[config.mk]
export PLATFORM = sky130hd
export DESIGN_NAME = egress_burst_sched
export DESIGN_NICKNAME = d
export VERILOG_FILES = /design/src/rtl/sched_pkg.sv /design/src/rtl/sched_ctrl.sv /design/src/rtl/sched_datapath.sv /design/src/rtl/egress_burst_sched.sv
export SDC_FILE = /design/constraint.sdc
export NUM_CORES = 1
export LEC_CHECK = 0
export BUFFER_PORTS_ARGS = -buffer_cell sky130_fd_sc_hd__buf_2
export CORE_ASPECT_RATIO = 0.6
export CORE_MARGIN = 2
export CORE_UTILIZATION = 56
export CTS_BUF_LIST = sky130_fd_sc_hd__clkbuf_8
export DETAILED_ROUTE_END_ITERATION = 10
export HOLD_SLACK_MARGIN = 0.02
export PLACE_DENSITY = 0.9
export SLEW_MARGIN = 10
export SYNTH_ARGS = -nofsm -noshare
export SYNTH_HDL_FRONTEND = slang
export SYNTH_SLANG_ARGS = --single-unit
export TNS_END_PERCENT = 10
[constraint.sdc]
create_clock -name clk -period 13.25 [get_ports clk]
set_clock_uncertainty 0.15 [all_clocks]
set_input_delay 2.65 -clock clk [delete_from_list [all_inputs] [get_ports clk]]
set_output_delay 2.65 -clock clk [all_outputs]
set_load 0.1 [all_outputs]
[src/rtl/sched_pkg.sv]
package sched_pkg;
  typedef enum logic [1:0] {
    ST_STARVING  = 2'b00,
    ST_HUNGRY    = 2'b01,
    ST_SATISFIED = 2'b10,
    ST_RESERVED  = 2'b11
  } chStatus_e;

  typedef struct packed {
    logic loadGrant;
    logic clearGrant;
  } ctrlStrobe_t;
endpackage

[src/rtl/sched_ctrl.sv]
module sched_ctrl
  import sched_pkg::*;
(
  input  logic        clk,
  input  logic        rstN,
  input  logic        anyCand,
  input  logic        doneIn,
  output ctrlStrobe_t strobe
);
  typedef enum logic {S_IDLE, S_BUSY} state_e;
  state_e state, stateNext;

  always_comb begin
    strobe.loadGrant  = (state == S_IDLE) && anyCand;
    strobe.clearGrant = (state == S_BUSY) && doneIn;
    stateNext = state;
    if (strobe.loadGrant)  stateNext = S_BUSY;
    if (strobe.clearGrant) stateNext = S_IDLE;
  end

  always_ff @(posedge clk) begin
    if (!rstN) state <= S_IDLE;
    else       state <= stateNext;
  end

  p_release_r10: assert property (@(posedge clk) disable iff (!rstN)
    (state == S_BUSY && doneIn) |=> (state == S_IDLE));
  p_no_load_busy_r10: assert property (@(posedge clk) disable iff (!rstN)
    (state == S_BUSY) |-> !strobe.loadGrant);
endmodule

[src/rtl/sched_datapath.sv]
module sched_datapath
  import sched_pkg::*;
#(
  parameter int NUM_CH     = 4,
  parameter int BURST_W    = 4,
  parameter int OCC_W      = 8,
  parameter int CREDIT_MAX = 15,
  localparam int CH_W      = (NUM_CH > 1) ? $clog2(NUM_CH) : 1,
  localparam int CNT_W     = $clog2(CREDIT_MAX + 1)
) (
  input  logic                      clk,
  input  logic                      rstN,
  input  logic                      creditMode,
  input  logic [NUM_CH-1:0]         chEnable,
  input  logic [2*NUM_CH-1:0]       chStatus,
  input  logic [NUM_CH-1:0]         creditPulse,
  input  logic [OCC_W*NUM_CH-1:0]   chOccupancy,
  input  logic [NUM_CH-1:0]         chLastFrag,
  input  logic [BURST_W*NUM_CH-1:0] maxBurstS,
  input  logic [BURST_W*NUM_CH-1:0] maxBurstH,
  input  ctrlStrobe_t               strobe,
  output logic                      anyCand,
  output logic                      grantValid,
  output logic [CH_W-1:0]           grantCh,
  output logic [BURST_W-1:0]        grantBurst,
  output logic                      grantHigh
);
  localparam logic [CNT_W-1:0] CNT_TOP = CNT_W'(CREDIT_MAX);
  localparam logic [CH_W-1:0]  PTR_INIT = CH_W'(NUM_CH - 1);

  logic [NUM_CH-1:0]  hiMask, loMask;
  logic [BURST_W-1:0] burstAmt [NUM_CH];
  logic [CNT_W-1:0]   creditCnt [NUM_CH];
  logic [CH_W-1:0]    hiPtr, loPtr, hiSel, loSel, pickCh;
  logic               anyHi;

  function automatic logic [CH_W-1:0] rrPick(input logic [NUM_CH-1:0] mask,
                                             input logic [CH_W-1:0] ptr);
    logic [CH_W-1:0] sel;
    sel = ptr;
    for (int off = NUM_CH; off >= 1; off--) begin
      int idx;
      idx = (int'(ptr) + off) % NUM_CH;
      if (mask[idx]) sel = CH_W'(idx);
    end
    return sel;
  endfunction

  assign anyHi   = |hiMask;
  assign anyCand = anyHi | (|loMask);
  assign hiSel   = rrPick(hiMask, hiPtr);
  assign loSel   = rrPick(loMask, loPtr);
  assign pickCh  = anyHi ? hiSel : loSel;

  for (genvar i = 0; i < NUM_CH; i++) begin : g_ch
    chStatus_e          st;
    logic [BURST_W-1:0] limit;
    logic [OCC_W-1:0]   occ;
    logic               fullBurst, shortOk, creditOk, elig;
    logic               inc, dec;
    logic [CNT_W-1:0]   cntNext;

    assign st        = chStatus_e'(chStatus[2*i +: 2]);
    assign limit     = (st == ST_STARVING) ? maxBurstS[BURST_W*i +: BURST_W]
                                           : maxBurstH[BURST_W*i +: BURST_W];
    assign occ       = chOccupancy[OCC_W*i +: OCC_W];
    assign fullBurst = occ >= OCC_W'(limit);
    assign shortOk   = chLastFrag[i] && (occ != '0);
    assign creditOk  = !creditMode || (creditCnt[i] != '0);
    assign elig      = chEnable[i] && (limit != '0) && (occ != '0)
                       && (fullBurst || shortOk) && creditOk;
    assign hiMask[i] = elig && (st == ST_STARVING);
    assign loMask[i] = elig && (st == ST_HUNGRY);
    assign burstAmt[i] = fullBurst ? limit : occ[BURST_W-1:0];

    assign dec     = strobe.loadGrant && creditMode && (pickCh == CH_W'(i));
    assign inc     = creditPulse[i] && ((creditCnt[i] != CNT_TOP) || dec);
    assign cntNext = creditCnt[i] + CNT_W'(inc) - CNT_W'(dec);

    always_ff @(posedge clk) begin
      if (!rstN) creditCnt[i] <= '0;
      else       creditCnt[i] <= cntNext;
    end

    p_credit_cap_r9: assert property (@(posedge clk) disable iff (!rstN)
      (creditCnt[i] == CNT_TOP && creditPulse[i] && !dec) |=> (creditCnt[i] == CNT_TOP));
  end

  always_ff @(posedge clk) begin
    if (!rstN) begin
      grantValid <= 1'b0;
      grantCh    <= '0;
      grantBurst <= '0;
      grantHigh  <= 1'b0;
      hiPtr      <= PTR_INIT;
      loPtr      <= PTR_INIT;
    end else if (strobe.loadGrant) begin
      grantValid <= 1'b1;
      grantCh    <= pickCh;
      grantBurst <= burstAmt[pickCh];
      grantHigh  <= anyHi;
      if (anyHi) hiPtr <= pickCh;
      else       loPtr <= pickCh;
    end else if (strobe.clearGrant) begin
      grantValid <= 1'b0;
    end
  end

  p_pick_eligible_r6: assert property (@(posedge clk) disable iff (!rstN)
    strobe.loadGrant |-> (hiMask[pickCh] || loMask[pickCh]));
  p_credit_gate_r9: assert property (@(posedge clk) disable iff (!rstN)
    (strobe.loadGrant && creditMode) |-> (creditCnt[pickCh] != '0));
  p_hold_r10: assert property (@(posedge clk) disable iff (!rstN)
    (grantValid && !strobe.clearGrant) |=>
      (grantValid && $stable(grantCh) && $stable(grantBurst)));
  p_burst_nonzero_r5: assert property (@(posedge clk) disable iff (!rstN)
    grantValid |-> (grantBurst != '0));
  p_high_first_r3: assert property (@(posedge clk) disable iff (!rstN)
    (strobe.loadGrant && (|hiMask)) |=> grantHigh);
endmodule

[src/rtl/egress_burst_sched.sv]
module egress_burst_sched
  import sched_pkg::*;
#(
  parameter int NUM_CH     = 4,
  parameter int BURST_W    = 4,
  parameter int OCC_W      = 8,
  parameter int CREDIT_MAX = 15,
  localparam int CH_W      = (NUM_CH > 1) ? $clog2(NUM_CH) : 1
) (
  input  logic                      clk,
  input  logic                      rstN,
  input  logic                      creditMode,
  input  logic [NUM_CH-1:0]         chEnable,
  input  logic [2*NUM_CH-1:0]       chStatus,
  input  logic [NUM_CH-1:0]         creditPulse,
  input  logic [OCC_W*NUM_CH-1:0]   chOccupancy,
  input  logic [NUM_CH-1:0]         chLastFrag,
  input  logic [BURST_W*NUM_CH-1:0] maxBurstS,
  input  logic [BURST_W*NUM_CH-1:0] maxBurstH,
  input  logic                      doneIn,
  output logic                      grantValid,
  output logic [CH_W-1:0]           grantCh,
  output logic [BURST_W-1:0]        grantBurst,
  output logic                      grantHigh
);
  ctrlStrobe_t strobe;
  logic        anyCand;

  sched_ctrl u_ctrl (
    .clk     (clk),
    .rstN    (rstN),
    .anyCand (anyCand),
    .doneIn  (doneIn),
    .strobe  (strobe)
  );

  sched_datapath #(
    .NUM_CH     (NUM_CH),
    .BURST_W    (BURST_W),
    .OCC_W      (OCC_W),
    .CREDIT_MAX (CREDIT_MAX)
  ) u_dp (
    .clk         (clk),
    .rstN        (rstN),
    .creditMode  (creditMode),
    .chEnable    (chEnable),
    .chStatus    (chStatus),
    .creditPulse (creditPulse),
    .chOccupancy (chOccupancy),
    .chLastFrag  (chLastFrag),
    .maxBurstS   (maxBurstS),
    .maxBurstH   (maxBurstH),
    .strobe      (strobe),
    .anyCand     (anyCand),
    .grantValid  (grantValid),
    .grantCh     (grantCh),
    .grantBurst  (grantBurst),
    .grantHigh   (grantHigh)
  );
endmodule

**Word level (Yosys, flattened, before mapping)**

Memories as Yosys holds them, arrays and structs flattened.
Cells that the tools add are included.

- Register bits after elaboration: 13
- Bits in latches: 0
- Memory bits (writable): 16
- Bits in read-only memories: 0
- Output and inout port bits: 8
- Word-level logic and storage cells: 200
- Memories: 1

- Add/subtract/negate cells: 16
- $mul: 0
- Div/mod/pow operators: 0
- Magnitude comparators: 13
- Equality and inequality tests: 11
- Shift-type cells: 0
- Muxes and demuxes: 52
- Bitwise gates (word level): 17
- Reduce and logical (&&, ||, !) cells: 83

Memory list:

| memory | depth | bits a word | read ports | clocked after Yosys merged registers in | wr ports | RTL line | text |
|---|---|---|---|---|---|---|---|
| u_dp.creditCnt | 4 | 4 | 4 | 0 | 4 | sched_datapath.sv:33 | `logic [CNT_W-1:0] creditCnt [NUM_CH];` |

Operator list:

| cell | number |
|---|---|
| two-way mux 4 bit | 14 |
| logical AND 1 bit | 39 |
| >= comparator 8 x 4 -> 1 bit | 4 |
| < comparator 3 x 4 -> 1 bit (second input constant) | 8 |
| nonzero test 4 bit | 8 |
| nonzero test 8 bit | 4 |
| two-way mux 1 bit | 20 |
| two-way mux 2 bit | 9 |
| OR reduction 2 bit | 9 |
| adder 4 x 1 -> 4 bit | 4 |
| binary-select mux 1 bit (select 2 bit) | 8 |
| != test 4 bit (second input constant) | 4 |
| subtractor 4 x 1 -> 4 bit | 4 |
| logical OR 1 bit | 12 |
| == test 2 x 1 -> 1 bit (second input constant) | 5 |
| zero test 2 bit | 5 |
| adder 2 x 1 -> 2 bit (second input constant) | 4 |
| adder 2 bit (second input constant) | 4 |
| bitwise AND 1 bit (first input constant) | 8 |
| binary-select mux 4 bit (select 2 bit) | 1 |
| OR reduction 4 bit | 2 |
| OR 1 bit | 5 |
| == test 2 bit (second input constant) | 2 |
| AND reduction 2 bit | 2 |
| other kinds (5) | 7 |

**Longest topological paths before layout**

- Depth after elaboration: 23
- Depth in mapped cells: 19
- Gate-level depth less buffers: 18

**Modules after synthesis**

From an unflattened synthesis, not the netlist that was laid out.

- Cell total of the unflattened synthesis: 349
- Area total of the unflattened synthesis: 3075.4 µm²

By module, submodules not included:

| module | instances | cells an instance | area an instance (µm²) | sequential area each (µm²) |
|---|---|---|---|---|
| sched_datapath | 1 | 344 | 3029.2 | 560.5 |
| sched_ctrl | 1 | 5 | 46.3 | 20.0 |

**Worst setup path before layout**

Ideal clock, no wire load.

- Path kind: in2reg
- From: input chStatus[1]
- To: memory u_dp.creditCnt[1][2] in the netlist's numbering
- Library setup time: 115 ps
- Arrival: 6326 ps
- Required time: 12985 ps
- Slack: 6659 ps
- Cell stages on the path: 17
- Path buffers: 0
- Cells stage by stage: nor2_2 mux2_2 ha_1 nand2b_1 a211oi_1 o21ai_2 o211ai_2 o21bai_2 a222oi_1 a31oi_2 and4_4 ha_1 inv_1 ha_1 fa_1 xor2_1 and2_1

RTL lines:

| element | RTL line | text |
|---|---|---|
| from (decl) | egress_burst_sched.sv:14 | `input logic [2*NUM_CH-1:0] chStatus,` |
| to (decl) | sched_datapath.sv:33 |  |

==> results.ini <==
[die]
initial_core_util_pct=59.1
fp-row-count=20
ios=96
die-area_sq_um=6070
die_x_um=99.2
core_area_sq_um=5150
die_h_um=61.1

[critical_path]
start_kind=primary input
crit_required_ns=13.26
endpoint_kind=flop
path_class=in -> reg
reg2reg_depth=17
critPathMaxFanout=9
worstPathCellList=buf_2, nor2_2, mux2_2, ha_1, nand2b_1, a211oi_1, o21ai_2, o211ai_2, o21bai_2, a222oi_1, a31oi_2, nor4_4, ha_1, inv_1, ha_1, inv_1, fa_1, xnor2_1, and2_1
path_common_cell=ha_1
cpPeakStageDelay_ns=0.40
cpMaxStageDelayCell=fa_1
worstPathArrival_ns=6.94

[grt]
met2_usage_pct=48.7
grtUsageMet1_pct=36.0
gr-total-overflow=0
grt_pass1_wl_um=13600
grt_pass1_vias=3057
antenna_found_initial=0
busiest_layer=met2
grt_max_degree=32
grtUsageTotal_pct=27.8
use_met3_pct=7.38

[sta]
setup_viol=0
max_slew_margin_pct=49.9
slew_viol_final=0
tightest_slew_ns=0.746
clock.fmax_mhz=144
fin_crit_sh_pct=52.3
hold_ws_ns=0.365
fin_tns_setup_ns=0
layout_min_cycle_time_ns=6.93
hold_viol=0
rsz0062_at_grt=false

[synthesis]
syn_avg_cell_area_sq_um=8.75
synthAdderAreaFrac_pct=19.1
synthMuxAreaShare_pct=11.0
ys_types=64
syn-instance-count=348
synth_top_family_by_area=simple AND/OR/NAND/NOR gates
synth_edf_count=0
syn_nets=480
synth_flop_cell=dfxtp_1
ys_seq_area_share_pct=19.1
synth_warnings=0
mappedNetlistArea_sq_um=3050
synth-simple-area-share_pct=26.7
async_flop_share_pct=0
synth_compound_area_share_pct=16.6
synthXorXnorAreaFrac_pct=2.30
synth_seq_cells=29

[status]
outcome=complete, no violations

[clock_network]
ctsLongestPathBuffers=2
clock_sinks=29
clock_latency_ns=0.28
cts.clk_slew.worst_paths_ns=0.07
htree_levels=2
cts-root-buf=clkbuf_8
cts_resized=0
cts_tree=done
cts_setup_buffers=0
cts_buffers=5
cts_hold_buf=0

[run]
cap_violations=0

[finish]
finalNonFillerCells=512
syn2layout_area_growth_pct=20.7
post-route-util_pct=71.4
drive_gt1_share_pct=32.1
nets=577
num_antenna_cells=0

[routing]
drc=0
num_vias=3011
viasPerCell=5.88
routedWlPerCell_um=15.6
routed_wl_um=8000
ant_nets=0
initialDrtViolationCount=170
dr.pass1.iters=5

[place]
numPortBuffers=95
place_hpwl_um=6740
dp_cells=504
gp_congestion=0.924

[power_and_ir_drop]
p_total_w=0.000487
cellPowerDensity_nw_per_um2=132
p_leak_nw=1.78
ir_drop_mv=0.0985

[min_path]
whs_path_depth=1
hold_path.class=reg -> reg

## report_power, final
| group | internal (W) | switching (W) |
|---|---|---|
| Combinational | 0.000109 | 0.000166 |
| Clock | 0.0000469 | 0.0000332 |
| Sequential | 0.000114 | 0.0000183 |
| Total | 0.000269 | 0.000218 |
## cell type report
cell class | count | area (sq um)
clock inverters | 1 | 5.00
inverters | 36 | 135
multi-input cells | 278 | 2300
well taps | 66 | 82.6
repair buffers | 95 | 475
fillers | 408 | 1480
clock buffers | 7 | 96.3
flip-flops and latches | 29 | 581
## registers in the layout (all words and copies together), names as in the netlist
name / flops
u_dp.creditCnt: 16
u_dp.grantBurst: 4
u_dp.grantCh: 2
u_dp.hiPtr: 2
u_dp.loPtr: 2
u_ctrl.state: 1
u_dp.grantHigh: 1
u_dp.grantValid: 1
## synth_stat cells, types with 5 or more instances
cell	instances	share of area, %
o21a_1	5	1.2
mux2i_1	24	7.9
mux2_2	7	2.6
inv_1	36	4.4
dfxtp_1	29	19
a21o_1	6	1.5
nand2_1	15	1.8
o211ai_1	7	1.7
a21oi_1	19	3.1
nor4_1	7	1.4
nor3_1	5	0.82
xor2_1	6	1.7
o21ai_0	7	1.1
nor2b_1	7	1.4
ha_1	40	16
nor2_1	21	2.6
and2_1	16	3.3
nand3_1	12	2.0
## worst paths after layout
check	startpoint	to	slack (ns)
worst max-delay path	chStatus[1]	u_dp.creditCnt[0][2]	6.32
worst min-delay path	u_dp.grantCh[1]	u_dp.grantCh[1]	0.36
worst max register to register	u_dp.creditCnt[1][2]	u_dp.creditCnt[0][2]	8.96
worst min register to register	u_dp.grantCh[1]	u_dp.grantCh[1]	0.36
## logic make-up (layout without fill, tap and decap cells)
| group | count (synthesis) | in the layout |
|---|---|---|
| AO/OA/AOI/OAI | 68 | 68 |
| XOR/XNOR | 8 | 8 |
| adder cells (fa/ha/maj) | 44 | 44 |
| buffers and inverters | 41 | 139 |
| flip-flops | 29 | 29 |
| multiplexers | 32 | 32 |
| AND/OR/NAND/NOR | 126 | 126 |
## worst max-delay path: cells and delay by family
kind,cells,cell delay [ns]
buf+inv,3,0.24
simple gates,4,0.95
mux,1,0.39
xor+xnor,1,0.14
fa+ha+maj,4,1.14
compound gates,6,1.42
## metrics by stage
stage | setup slack (ns) | area [sq um]
CTS | 6.34 | 3680
finish | 6.32 | 3680
global placement | 6.24 | 3580
detailed placement | 6.07 | 3580
floorplan | 6.66 | 3050
global route | 6.00 | 3680
## layer usage
layer | vias to the layer above | share of wire [%]
met3 | 19 | 9.8
li1 | 1470 | -
met5 | - | 0
met4 | 0 | 1.4
met1 | 1383 | 45
met2 | 139 | 44
## cell usage in the layout (no fill, tap or decap), drive strengths merged, types with 9 or more instances in the layout
master	netlist	routed
nor3	9	9
buf	2	95
a21oi	20	20
inv	36	36
mux2i	24	24
nand2	17	17
nand3	12	12
o211ai	9	9
nor2	27	27
dfxtp	29	29
ha	40	40
and2	16	16
Note: power is estimated with default switching activity, not from simulation.
